--- src/rtl/steer_pkg.sv ---
package steer_pkg;

    localparam int NUM_CLS   = 6;
    localparam int CL_MSLICE = 0;
    localparam int CL_LNCF   = 1;
    localparam int CL_L3     = 2;
    localparam int CL_DSS    = 3;
    localparam int CL_SQIDI  = 4;
    localparam int CL_MEDIA  = 5;

    typedef enum logic [1:0] {
        MODE_LEGACY = 2'd0,
        MODE_MID    = 2'd1,
        MODE_NEW    = 2'd2,
        MODE_WIDE   = 2'd3
    } steer_mode_e;

    typedef enum logic [1:0] {
        ST_SAMPLE  = 2'd0,
        ST_RESOLVE = 2'd1,
        ST_HOLD    = 2'd2
    } steer_state_e;

endpackage

--- src/rtl/steer_ffs.sv ---
module steer_ffs #(
    parameter int W  = 8,
    localparam int IW = (W > 1) ? $clog2(W) : 1
) (
    input  logic [W-1:0]  vec_i,
    output logic [IW-1:0] idx_o,
    output logic          found_o
);

    always_comb begin
        idx_o   = '0;
        found_o = 1'b0;
        for (int i = W - 1; i >= 0; i--) begin
            if (vec_i[i]) begin
                idx_o   = IW'(i);
                found_o = 1'b1;
            end
        end
    end

    always_comb begin
        if (found_o) begin
            AST_FFS_HIT_SET: assert (vec_i[idx_o] == 1'b1);
        end
    end

endmodule

--- src/rtl/steer_ctrl.sv ---
module steer_ctrl
    import steer_pkg::*;
(
    input  logic clk,
    input  logic rst_n,
    output logic cap_en_o,
    output logic load_en_o,
    output logic done_o
);

    steer_state_e state_q, state_d;

    always_ff @(posedge clk or negedge rst_n) begin
        if (!rst_n) begin
            state_q <= ST_SAMPLE;
        end else begin
            state_q <= state_d;
        end
    end

    always_comb begin
        state_d = state_q;
        unique case (state_q)
            ST_SAMPLE:  state_d = ST_RESOLVE;
            ST_RESOLVE: state_d = ST_HOLD;
            ST_HOLD:    state_d = ST_HOLD;
            default:    state_d = ST_SAMPLE;
        endcase
    end

    always_comb begin
        cap_en_o  = 1'b0;
        load_en_o = 1'b0;
        done_o    = 1'b0;
        unique case (state_q)
            ST_SAMPLE:  cap_en_o  = 1'b1;
            ST_RESOLVE: load_en_o = 1'b1;
            ST_HOLD:    done_o    = 1'b1;
            default:    ;
        endcase
    end

    AST_SAMPLE_ONCE: assert property (@(posedge clk) disable iff (!rst_n)
        cap_en_o |=> !cap_en_o);

    AST_LOAD_FOLLOWS_SAMPLE: assert property (@(posedge clk) disable iff (!rst_n)
        load_en_o |-> $past(cap_en_o));

endmodule

--- src/rtl/steer_rules.sv ---
module steer_rules
    import steer_pkg::*;
#(
    parameter int MSL_W  = 4,
    parameter int BANK_W = 8,
    parameter int DSS_W  = 32,
    parameter int NODE_W = 8,
    parameter int GRP_W  = 4,
    parameter int INST_W = 4,
    localparam int MIW = (MSL_W  > 1) ? $clog2(MSL_W)  : 1,
    localparam int BIW = (BANK_W > 1) ? $clog2(BANK_W) : 1,
    localparam int DIW = (DSS_W  > 1) ? $clog2(DSS_W)  : 1,
    localparam int NIW = (NODE_W > 1) ? $clog2(NODE_W) : 1
) (
    input  steer_mode_e                mode_i,
    input  logic [MSL_W-1:0]           msl_i,
    input  logic [BANK_W-1:0]          bank_i,
    input  logic [DSS_W-1:0]           dss_i,
    input  logic [NODE_W-1:0]          node_i,
    input  logic                       media_i,
    output logic [NUM_CLS*GRP_W-1:0]   grp_o,
    output logic [NUM_CLS*INST_W-1:0]  inst_o,
    output logic [NUM_CLS-1:0]         err_o
);

    logic [MIW-1:0] m_idx;
    logic           m_hit;
    logic [BIW-1:0] b_idx;
    logic           b_hit;
    logic [DIW-1:0] d_idx;
    logic           d_hit;
    logic [NIW-1:0] n_idx;
    logic           n_hit;

    steer_ffs #(.W(MSL_W)) u_ffs_msl (
        .vec_i(msl_i), .idx_o(m_idx), .found_o(m_hit));

    steer_ffs #(.W(BANK_W)) u_ffs_bank (
        .vec_i(~bank_i), .idx_o(b_idx), .found_o(b_hit));

    steer_ffs #(.W(DSS_W)) u_ffs_dss (
        .vec_i(dss_i), .idx_o(d_idx), .found_o(d_hit));

    steer_ffs #(.W(NODE_W)) u_ffs_node (
        .vec_i(node_i), .idx_o(n_idx), .found_o(n_hit));

    logic [GRP_W-1:0]  g_a [NUM_CLS];
    logic [INST_W-1:0] i_a [NUM_CLS];
    logic [NUM_CLS-1:0] e_v;
    logic [31:0] bank_num;
    logic [31:0] d_wide;
    logic [31:0] n_wide;

    always_comb begin
        bank_num = 32'(m_idx) << 3;
        d_wide   = 32'(d_idx);
        n_wide   = 32'(n_idx);
    end

    // MSLICE and LNCF: both follow the first present memory slice
    always_comb begin
        g_a[CL_MSLICE] = m_hit ? GRP_W'(m_idx) : '0;
        i_a[CL_MSLICE] = '0;
        e_v[CL_MSLICE] = !m_hit;
        g_a[CL_LNCF]   = m_hit ? GRP_W'(32'(m_idx) << 1) : '0;
        i_a[CL_LNCF]   = '0;
        e_v[CL_LNCF]   = !m_hit;
    end

    // L3 bank: rule chosen by the platform strap
    always_comb begin
        g_a[CL_L3] = '0;
        i_a[CL_L3] = '0;
        e_v[CL_L3] = 1'b0;
        unique case (mode_i)
            MODE_LEGACY: begin
                i_a[CL_L3] = b_hit ? INST_W'(b_idx) : '0;
                e_v[CL_L3] = !b_hit;
            end
            MODE_MID: begin
                if (m_hit) begin
                    g_a[CL_L3] = GRP_W'((bank_num >> 2) & 32'd7);
                    i_a[CL_L3] = INST_W'(bank_num & 32'd3);
                end
                e_v[CL_L3] = !m_hit;
            end
            MODE_NEW, MODE_WIDE: begin
                if (m_hit) begin
                    g_a[CL_L3] = GRP_W'(m_idx);
                    i_a[CL_L3] = bank_i[0] ? INST_W'(0) : INST_W'(2);
                end
                e_v[CL_L3] = !m_hit;
            end
            default: ;
        endcase
    end

    // DSS: split lowest sub-slice into group and position in group
    always_comb begin
        g_a[CL_DSS] = '0;
        i_a[CL_DSS] = '0;
        if (d_hit) begin
            if (mode_i == MODE_WIDE) begin
                g_a[CL_DSS] = GRP_W'(d_wide >> 3);
                i_a[CL_DSS] = INST_W'(d_wide & 32'd7);
            end else begin
                g_a[CL_DSS] = GRP_W'(d_wide >> 2);
                i_a[CL_DSS] = INST_W'(d_wide & 32'd3);
            end
        end
        e_v[CL_DSS] = !d_hit;
    end

    // SQIDI node pair and media slice
    always_comb begin
        g_a[CL_SQIDI] = n_hit ? GRP_W'(n_wide >> 1) : '0;
        i_a[CL_SQIDI] = n_hit ? INST_W'(n_wide & 32'd1) : '0;
        e_v[CL_SQIDI] = !n_hit;
        g_a[CL_MEDIA] = {{(GRP_W-1){1'b0}}, ~media_i};
        i_a[CL_MEDIA] = '0;
        e_v[CL_MEDIA] = 1'b0;
    end

    for (genvar k = 0; k < NUM_CLS; k++) begin : g_pack
        assign grp_o[k*GRP_W +: GRP_W]   = g_a[k];
        assign inst_o[k*INST_W +: INST_W] = i_a[k];
    end
    assign err_o = e_v;

endmodule

--- src/rtl/steer_target_sel.sv ---
module steer_target_sel
    import steer_pkg::*;
#(
    parameter int MSL_W  = 4,
    parameter int BANK_W = 8,
    parameter int DSS_W  = 32,
    parameter int NODE_W = 8,
    parameter int GRP_W  = 4,
    parameter int INST_W = 4
) (
    input  logic                       clk,
    input  logic                       rst_n,
    input  logic [1:0]                 steer_mode,
    input  logic [MSL_W-1:0]           mslice_en,
    input  logic [BANK_W-1:0]          l3_bank_fuse,
    input  logic [DSS_W-1:0]           dss_en,
    input  logic [NODE_W-1:0]          node_en,
    input  logic                       media_slice0_present,
    output logic [NUM_CLS*GRP_W-1:0]   tgt_group,
    output logic [NUM_CLS*INST_W-1:0]  tgt_inst,
    output logic [NUM_CLS-1:0]         class_err,
    output logic                       done
);

    logic cap_en, load_en;

    steer_ctrl u_ctrl (
        .clk(clk), .rst_n(rst_n),
        .cap_en_o(cap_en), .load_en_o(load_en), .done_o(done));

    // one-time fuse capture
    steer_mode_e       mode_q;
    logic [MSL_W-1:0]  msl_q;
    logic [BANK_W-1:0] bank_q;
    logic [DSS_W-1:0]  dss_q;
    logic [NODE_W-1:0] node_q;
    logic              media_q;

    always_ff @(posedge clk or negedge rst_n) begin
        if (!rst_n) begin
            mode_q  <= MODE_LEGACY;
            msl_q   <= '0;
            bank_q  <= '0;
            dss_q   <= '0;
            node_q  <= '0;
            media_q <= 1'b0;
        end else if (cap_en) begin
            mode_q  <= steer_mode_e'(steer_mode);
            msl_q   <= mslice_en;
            bank_q  <= l3_bank_fuse;
            dss_q   <= dss_en;
            node_q  <= node_en;
            media_q <= media_slice0_present;
        end
    end

    logic [NUM_CLS*GRP_W-1:0]  rule_grp;
    logic [NUM_CLS*INST_W-1:0] rule_inst;
    logic [NUM_CLS-1:0]        rule_err;

    steer_rules #(
        .MSL_W(MSL_W), .BANK_W(BANK_W), .DSS_W(DSS_W),
        .NODE_W(NODE_W), .GRP_W(GRP_W), .INST_W(INST_W)
    ) u_rules (
        .mode_i(mode_q), .msl_i(msl_q), .bank_i(bank_q),
        .dss_i(dss_q), .node_i(node_q), .media_i(media_q),
        .grp_o(rule_grp), .inst_o(rule_inst), .err_o(rule_err));

    // per-class target registers
    logic [GRP_W-1:0]  grp_q  [NUM_CLS];
    logic [INST_W-1:0] inst_q [NUM_CLS];
    logic [NUM_CLS-1:0] err_q;

    for (genvar k = 0; k < NUM_CLS; k++) begin : g_tgt
        always_ff @(posedge clk or negedge rst_n) begin
            if (!rst_n) begin
                grp_q[k]  <= '0;
                inst_q[k] <= '0;
                err_q[k]  <= 1'b0;
            end else if (load_en) begin
                grp_q[k]  <= rule_grp[k*GRP_W +: GRP_W];
                inst_q[k] <= rule_inst[k*INST_W +: INST_W];
                err_q[k]  <= rule_err[k];
            end
        end
        assign tgt_group[k*GRP_W +: GRP_W]  = grp_q[k];
        assign tgt_inst[k*INST_W +: INST_W] = inst_q[k];

        AST_ERR_ZERO_TGT: assert property (@(posedge clk) disable iff (!rst_n)
            (done && class_err[k]) |->
            (tgt_group[k*GRP_W +: GRP_W] == '0 && tgt_inst[k*INST_W +: INST_W] == '0));
    end
    assign class_err = err_q;

    AST_DONE_HOLD: assert property (@(posedge clk) disable iff (!rst_n)
        done |=> done);

    AST_TGT_FROZEN: assert property (@(posedge clk) disable iff (!rst_n)
        done |=> ($stable(tgt_group) && $stable(tgt_inst) && $stable(class_err)));

    AST_MEDIA_SHAPE: assert property (@(posedge clk) disable iff (!rst_n)
        done |-> (tgt_inst[CL_MEDIA*INST_W +: INST_W] == '0 && !class_err[CL_MEDIA]
                  && tgt_group[CL_MEDIA*GRP_W +: GRP_W] <= GRP_W'(1)));

    AST_L3_NEW_INST: assert property (@(posedge clk) disable iff (!rst_n)
        (done && (mode_q == MODE_NEW || mode_q == MODE_WIDE) && !class_err[CL_L3]) |->
        (tgt_inst[CL_L3*INST_W +: INST_W] == INST_W'(0) ||
         tgt_inst[CL_L3*INST_W +: INST_W] == INST_W'(2)));

endmodule

--- config.mk ---
export PLATFORM = sky130hd
export DESIGN_NAME = steer_target_sel
export DESIGN_NICKNAME = d
export VERILOG_FILES = /design/src/rtl/steer_pkg.sv /design/src/rtl/steer_ffs.sv /design/src/rtl/steer_ctrl.sv /design/src/rtl/steer_rules.sv /design/src/rtl/steer_target_sel.sv
export SDC_FILE = /design/constraint.sdc
export NUM_CORES = 1
export LEC_CHECK = 0
export CORE_MARGIN = 5
export CORE_UTILIZATION = 40
export DETAILED_ROUTE_END_ITERATION = 10
export GPL_TIMING_DRIVEN = 0
export PLACE_DENSITY_LB_ADDON = 0.2
export SLEW_MARGIN = 20
export SYNTH_ARGS = -nofsm -noshare
export SYNTH_HDL_FRONTEND = slang
export SYNTH_SLANG_ARGS = --single-unit
--- constraint.sdc ---
create_clock -name clk -period 1.9 [get_ports clk]
set_clock_uncertainty 0.1 [all_clocks]
set_input_delay 0.38 -clock clk [delete_from_list [all_inputs] [get_ports clk]]
set_output_delay 0.38 -clock clk [all_outputs]
set_load 0.01 [all_outputs]
=== After elaboration in Yosys (flattened, before gate mapping) ===
Cells that the tools add are included.

* Register bits: 94
* Output and inout bits: 55
* Input bits: 57

* Multiplexer cells: 122
* Bitwise operators: 2
* Reduce and logical (&&, ||, !) cells: 9
* Equality and inequality tests: 5

{| class="wikitable"
|+ Operators with widths
! kind !! number
|-
| $mux 5 || 32
|-
| $mux 3 || 20
|-
| $mux 1 || 56
|-
| $mux 2 || 7
|-
| $mux 4 || 3
|-
| $pmux 4 s3 || 1
|-
| $not 8->8 || 1
|-
| $pmux 4 s2 || 1
|-
| $eq 2x2->1 const B || 3
|-
| $eq 2x1->1 const B || 2
|-
| $logic_not 1->1 || 4
|-
| $logic_not 2->1 || 2
|-
| $pmux 2 s2 || 1
|-
| $reduce_or 2->1 || 2
|-
| $reduce_or 3->1 || 1
|-
| $pmux 1 s2 || 1
|-
| $not 1->1 || 1
|}

=== Longest topological paths before layout ===
* Depth after elaboration: 34
* Gate-level depth with buffers: 8
* Gate-level depth less buffers: 7

=== Cells and area by module ===
From an unflattened synthesis, not the netlist that was laid out.

* Cells, all modules: 408
* Area, all modules: 5681.7 um2

{| class="wikitable"
|+ By module, submodules not included
! module !! instances !! area each (um2) !! cells each !! sequential area each (um2)
|-
| steer_target_sel || 1 || 4553.1 || 230 || 2727.6
|-
| steer_rules || 1 || 467.9 || 73 || 0.0
|-
| steer_ffs at u_rules.u_ffs_dss || 1 || 370.4 || 65 || 0.0
|-
| steer_ffs at u_rules.u_ffs_bank ... || 2 || 80.1 || 13 || 0.0
|-
| steer_ctrl || 1 || 95.1 || 7 || 50.0
|-
| steer_ffs at u_rules.u_ffs_msl || 1 || 35.0 || 7 || 0.0
|}

=== Least setup slack after synthesis ===
No wires, ideal clock.

* Path type: register to register
* From: reg u_ctrl.state_q[0]
* To: reg bank_q[0]
* Arrival: 1.627 ns
* Cell stages (with the launch flop): 6
* Period minus slack after synthesis: 1.851 ns
* Setup time: 0.125 ns
* Slack: 0.049 ns
* Data required time: 1.675 ns
* Path through: dfrtp_1 inv_1 ha_1 clkbuf_1 clkbuf_1 mux2_2

* Cells in the longest elaborated chain, start to end: 2

{| class="wikitable"
|+ RTL lines
! element !! line !! text
|-
| from (decl) || steer_ctrl.sv:11 || <nowiki>steer_state_e state_q, state_d;</nowiki>
|-
| from (signal assigned) || steer_ctrl.sv:17 || <nowiki>state_q <= state_d;</nowiki>
|-
| $logic_not 2->1 || steer_ctrl.sv:35 || <nowiki>unique case (state_q)</nowiki>
|-
| $mux 1 || steer_ctrl.sv:35 ||
|-
| to (signal assigned) || steer_target_sel.sv:50 || <nowiki>bank_q <= l3_bank_fuse;</nowiki>
|-
| to (decl) || steer_target_sel.sv:34 || <nowiki>logic [BANK_W-1:0] bank_q;</nowiki>
|}

No other way between the ends.
A chain may end at the register's enable or synchronous reset.

=== Worst setup path after layout ===
* From: reg dss_q[6]
* To: reg inst_q, in the netlist tgt_inst[13]

* Cells in the longest elaborated chain, start to end: 9
* Elaborated cells on any way between the ends: 16
* Those cells by class: mux: 16

{| class="wikitable"
|+ RTL lines
! element !! line !! text
|-
| from (decl) || steer_target_sel.sv:35 || <nowiki>logic [DSS_W-1:0] dss_q;</nowiki>
|-
| from (signal assigned) || steer_target_sel.sv:51 || <nowiki>dss_q <= dss_en;</nowiki>
|-
| $mux 5 (7 in series) || steer_ffs.sv:14 || <nowiki>if (vec_i[i]) begin</nowiki>
|-
| $mux 3 || steer_rules.sv:103 || <nowiki>if (mode_i == MODE_WIDE) begin</nowiki>
|-
| $mux 4 (*) || steer_rules.sv:102 || <nowiki>if (d_hit) begin</nowiki>
|-
| to (signal, indexed assignment) || steer_target_sel.sv:82 || <nowiki>inst_q[k] <= rule_inst[k*INST_W +: INST_W];</nowiki>
|-
| to (decl) || steer_target_sel.sv:71 || <nowiki>logic [INST_W-1:0] inst_q [NUM_CLS];</nowiki>
|}

Every way passes the cells marked *; elsewhere a longest branch is shown, timed or not.

==> impl_metrics.yaml <==
run_status:
  status: "finished, violations left"
  violations: "negative setup slack"
timing:
  finalSetupViolCount: 1
  rsz0062_at_grt: "true"
  finalWorstSetupSlack_ps: -0.663
  final_hold_viol_count: 0
  tightest_slew_ps: 533
  drv_slew: 0
  slew_headroom_pct: 64.5
  fmax_ghz: 0.526
  timing.final.crit_period_ps: 1900
  fin_crit_sh_pct: 100
  fin_tns_setup_ps: -0.663
power:
  p_per_area_nw_per_um2: 684
  p_sw_mw: 0.822
  p_int_mw: 2.78
  pwr-share-clk_pct: 37.4
  cellLeakagePower_nw: 2.32
  p_seq_share_pct: 50.5
  combPwrFrac_pct: 12.1
  ir_worst_vdd_mv: 0.405
  p_sw_share_pct: 22.8
  p_total_mw: 3.61
clocking:
  cts_buffers: 9
  ctsRootBufferMaster: "clkbuf_8"
  path_clk_slew_ps: 70
  clock-sinks: 79
  htree_levels: 3
  cts_tree: "built"
  clock_latency_ps: 340
  cts.path.max_buffers: 2
floorplan:
  dieArea_sq_um: 11600
  core_area_sq_um: 9240
  die_w_microns: 108
  rows: 35
  io_pins: 112
  die_y_microns: 108
  start_util_pct: 41.2
finish:
  seqCellArea_sq_um: 1980
  layout_commonest_cell: "clkdlybuf4s50_1"
  area_delta_synth_final_pct: 38.5
  multiInputGateArea_sq_um: 1620
  final_cell_mix: "clkdlybuf4s50_1 (79), dfrtp_1 (78), mux2_2 (45)"
  fillers: 820
  diodes: 0
  nets: 540
  drive_gt1_share_pct: 26.1
logic_synthesis:
  synth_top_area_share_pct: 51.9
  synth_area_leaders: "dfrtp_1 (52%), mux2_2 (13%), buf_4 (6.3%)"
  syn-instance-count: 345
  synthArstFlopShare_pct: 100
  post_synth.cell_area_avg_sq_um: 11.0
  syn_area_sq_um: 3810
  synthFlopType: "dfrtp_1"
  yosysTopAreaCell: "dfrtp_1"
  yosysUniqueCellTypes: 43
  synth-edff-count: 0
  ys_seq_area_share_pct: 51.9
  yosysWarningCount: 0
  synth-seq-cells: 79
flow_run:
  cap_violations: 0
place:
  routabilityCongestion: 0.777
  detailed_place_hpwl_microns: 6470
  port_buffers: 82
global_route:
  grt_max_degree: 49
  grt_antenna_before_repair: 0
  grt_pass1_vias: 2954
  gr-total-overflow: 0
  grt_usage_pct: 16.0
  grt_pass1_wl_microns: 14600
drt:
  vias_per_cell: 4.78
  ant_nets: 0
  vias: 2924
  dr.pass1.iters: 4
  wl_microns: 8880
  wire_per_inst_microns: 14.5
  drt_iter0_drc: 109
  drc_errors: 0
min_path:
  hp-class: "flip-flop to flip-flop"
critical_path:
  worstPathArrival_ps: 2040
  worstSetupPathType: "flip-flop to flip-flop"
  path_max_fanout: 6
  cp.required_ps: 2040
  critical_path.startpoint_type: "flip-flop"
  end_kind: "flip-flop"
-- cells in the mapped netlist (all sizes together), types with 2 or more instances --
library cell  number
o21bai             4
o2bb2ai            5
nor2b              4
o21ai             21
nand4              3
a31oi              3
nand3b             2
or4                8
mux2              45
buf               33
o31ai              4
inv               16
a22o               2
ha                 4
a41o               2
nor3               8
o211ai             2
dfrtp             79
a21o               2
nand2             23
nand3              7
nor4               9
clkbuf            10
nor2              23
a21oi             12
-- logic make-up after synthesis --
logic type,after synthesis,share of synthesized area [%]
and+or+nand+nor,90,12.9
DFF,79,51.9
AOI/OAI and AO/OA,66,11.4
buffers and inverters,60,9.07
muxes,45,13.3
adders and majority gates,4,1.31
other,1,0.0985
-- power by group through the flow --
| stage | Clock (mW) | Combinational [mW] | Sequential (mW) |
|---|---|---|---|
| after global placement | 0 | 0.397 | 1.86 |
| after floorplan | 0 | 0.192 | 1.85 |
| after detailed placement | 0 | 0.409 | 1.86 |
| after global routing | 1.46 | 0.480 | 1.83 |
| final | 1.35 | 0.435 | 1.82 |
| after CTS | 1.39 | 0.434 | 1.82 |
-- what timing repair did --
item	4_1_cts	5_1_grt
hold buffers	1	0
setup endpoints to repair	51	53
resized for setup	13	14
endpoints found under the hold margin	31	0
buffers inserted	9	2
pin swaps	4	7
-- state kept, by name, summed over array words and instances, names as in the netlist --
register and count:
bank_q 8, class_err 4, dss_q 32, media_q 1
mode_q 2, msl_q 4, node_q 8, tgt_group 11
tgt_inst 7, u_ctrl.state_q 2
-- final timing paths --
kind | depth (start not counted) | endpoint | slack, ps | start
worst max-delay path | 4 | tgt_inst[13] | -0.7 | dss_q[6]
worst min-delay path | 1 | tgt_group[20] | 370 | media_q
worst max register to register | 4 | tgt_inst[13] | -0.7 | dss_q[6]
worst min register to register | 1 | tgt_group[20] | 370 | media_q
max in group asynchronous | 3 | dss_q[15] | 680 | rst_n
min in group asynchronous | 2 | tgt_group[16] | 420 | rst_n
-- cell type report --
| class | instances | area share, % |
|---|---|---|
| multi-input cells | 234 | 30.7 |
| repair buffers | 95 | 17.8 |
| clock buffers | 11 | 2.68 |
| clock inverters | 4 | 1.33 |
| well taps | 129 | 3.06 |
| plain buffers | 43 | 5.62 |
| inverters | 17 | 1.28 |
| flip-flops and latches | 79 | 37.5 |
-- critical path, stage by stage, from the launching register on --
cell and delay (ps):
dfrtp_1 380, or4_4 580, nor4_4 380, a21oi_4 130, a41o_1 220
-- per-stage QoR --
| step | hold WS (ps) | worst slack (ps) | instance area (sq um) | std cells | utilization, % |
|---|---|---|---|---|---|
| after floorplan | -15.6 | 48.6 | 3910 | 373 | - |
| after global placement | 348 | -2430 | 4890 | 584 | 53.0 |
| after detailed placement | 255 | -419 | 4920 | 585 | 53.2 |
| after CTS | 374 | 3.41 | 5240 | 610 | 56.7 |
| after global routing | 397 | -87.8 | 5270 | 612 | 57.1 |
| final | 370 | -0.663 | 5270 | 612 | 57.1 |
-- layer usage --
layer / up-vias / wire [microns] / global-route usage (%)
met3: 9 / 492 / 3.96
met1: 1394 / 4060 / 21.4
met5: - / 0 / 0
li1: 1438 / - / -
met2: 83 / 4250 / 25.6
met4: 0 / 83 / 4.96
Note: power is estimated with default switching activity, not from simulation.
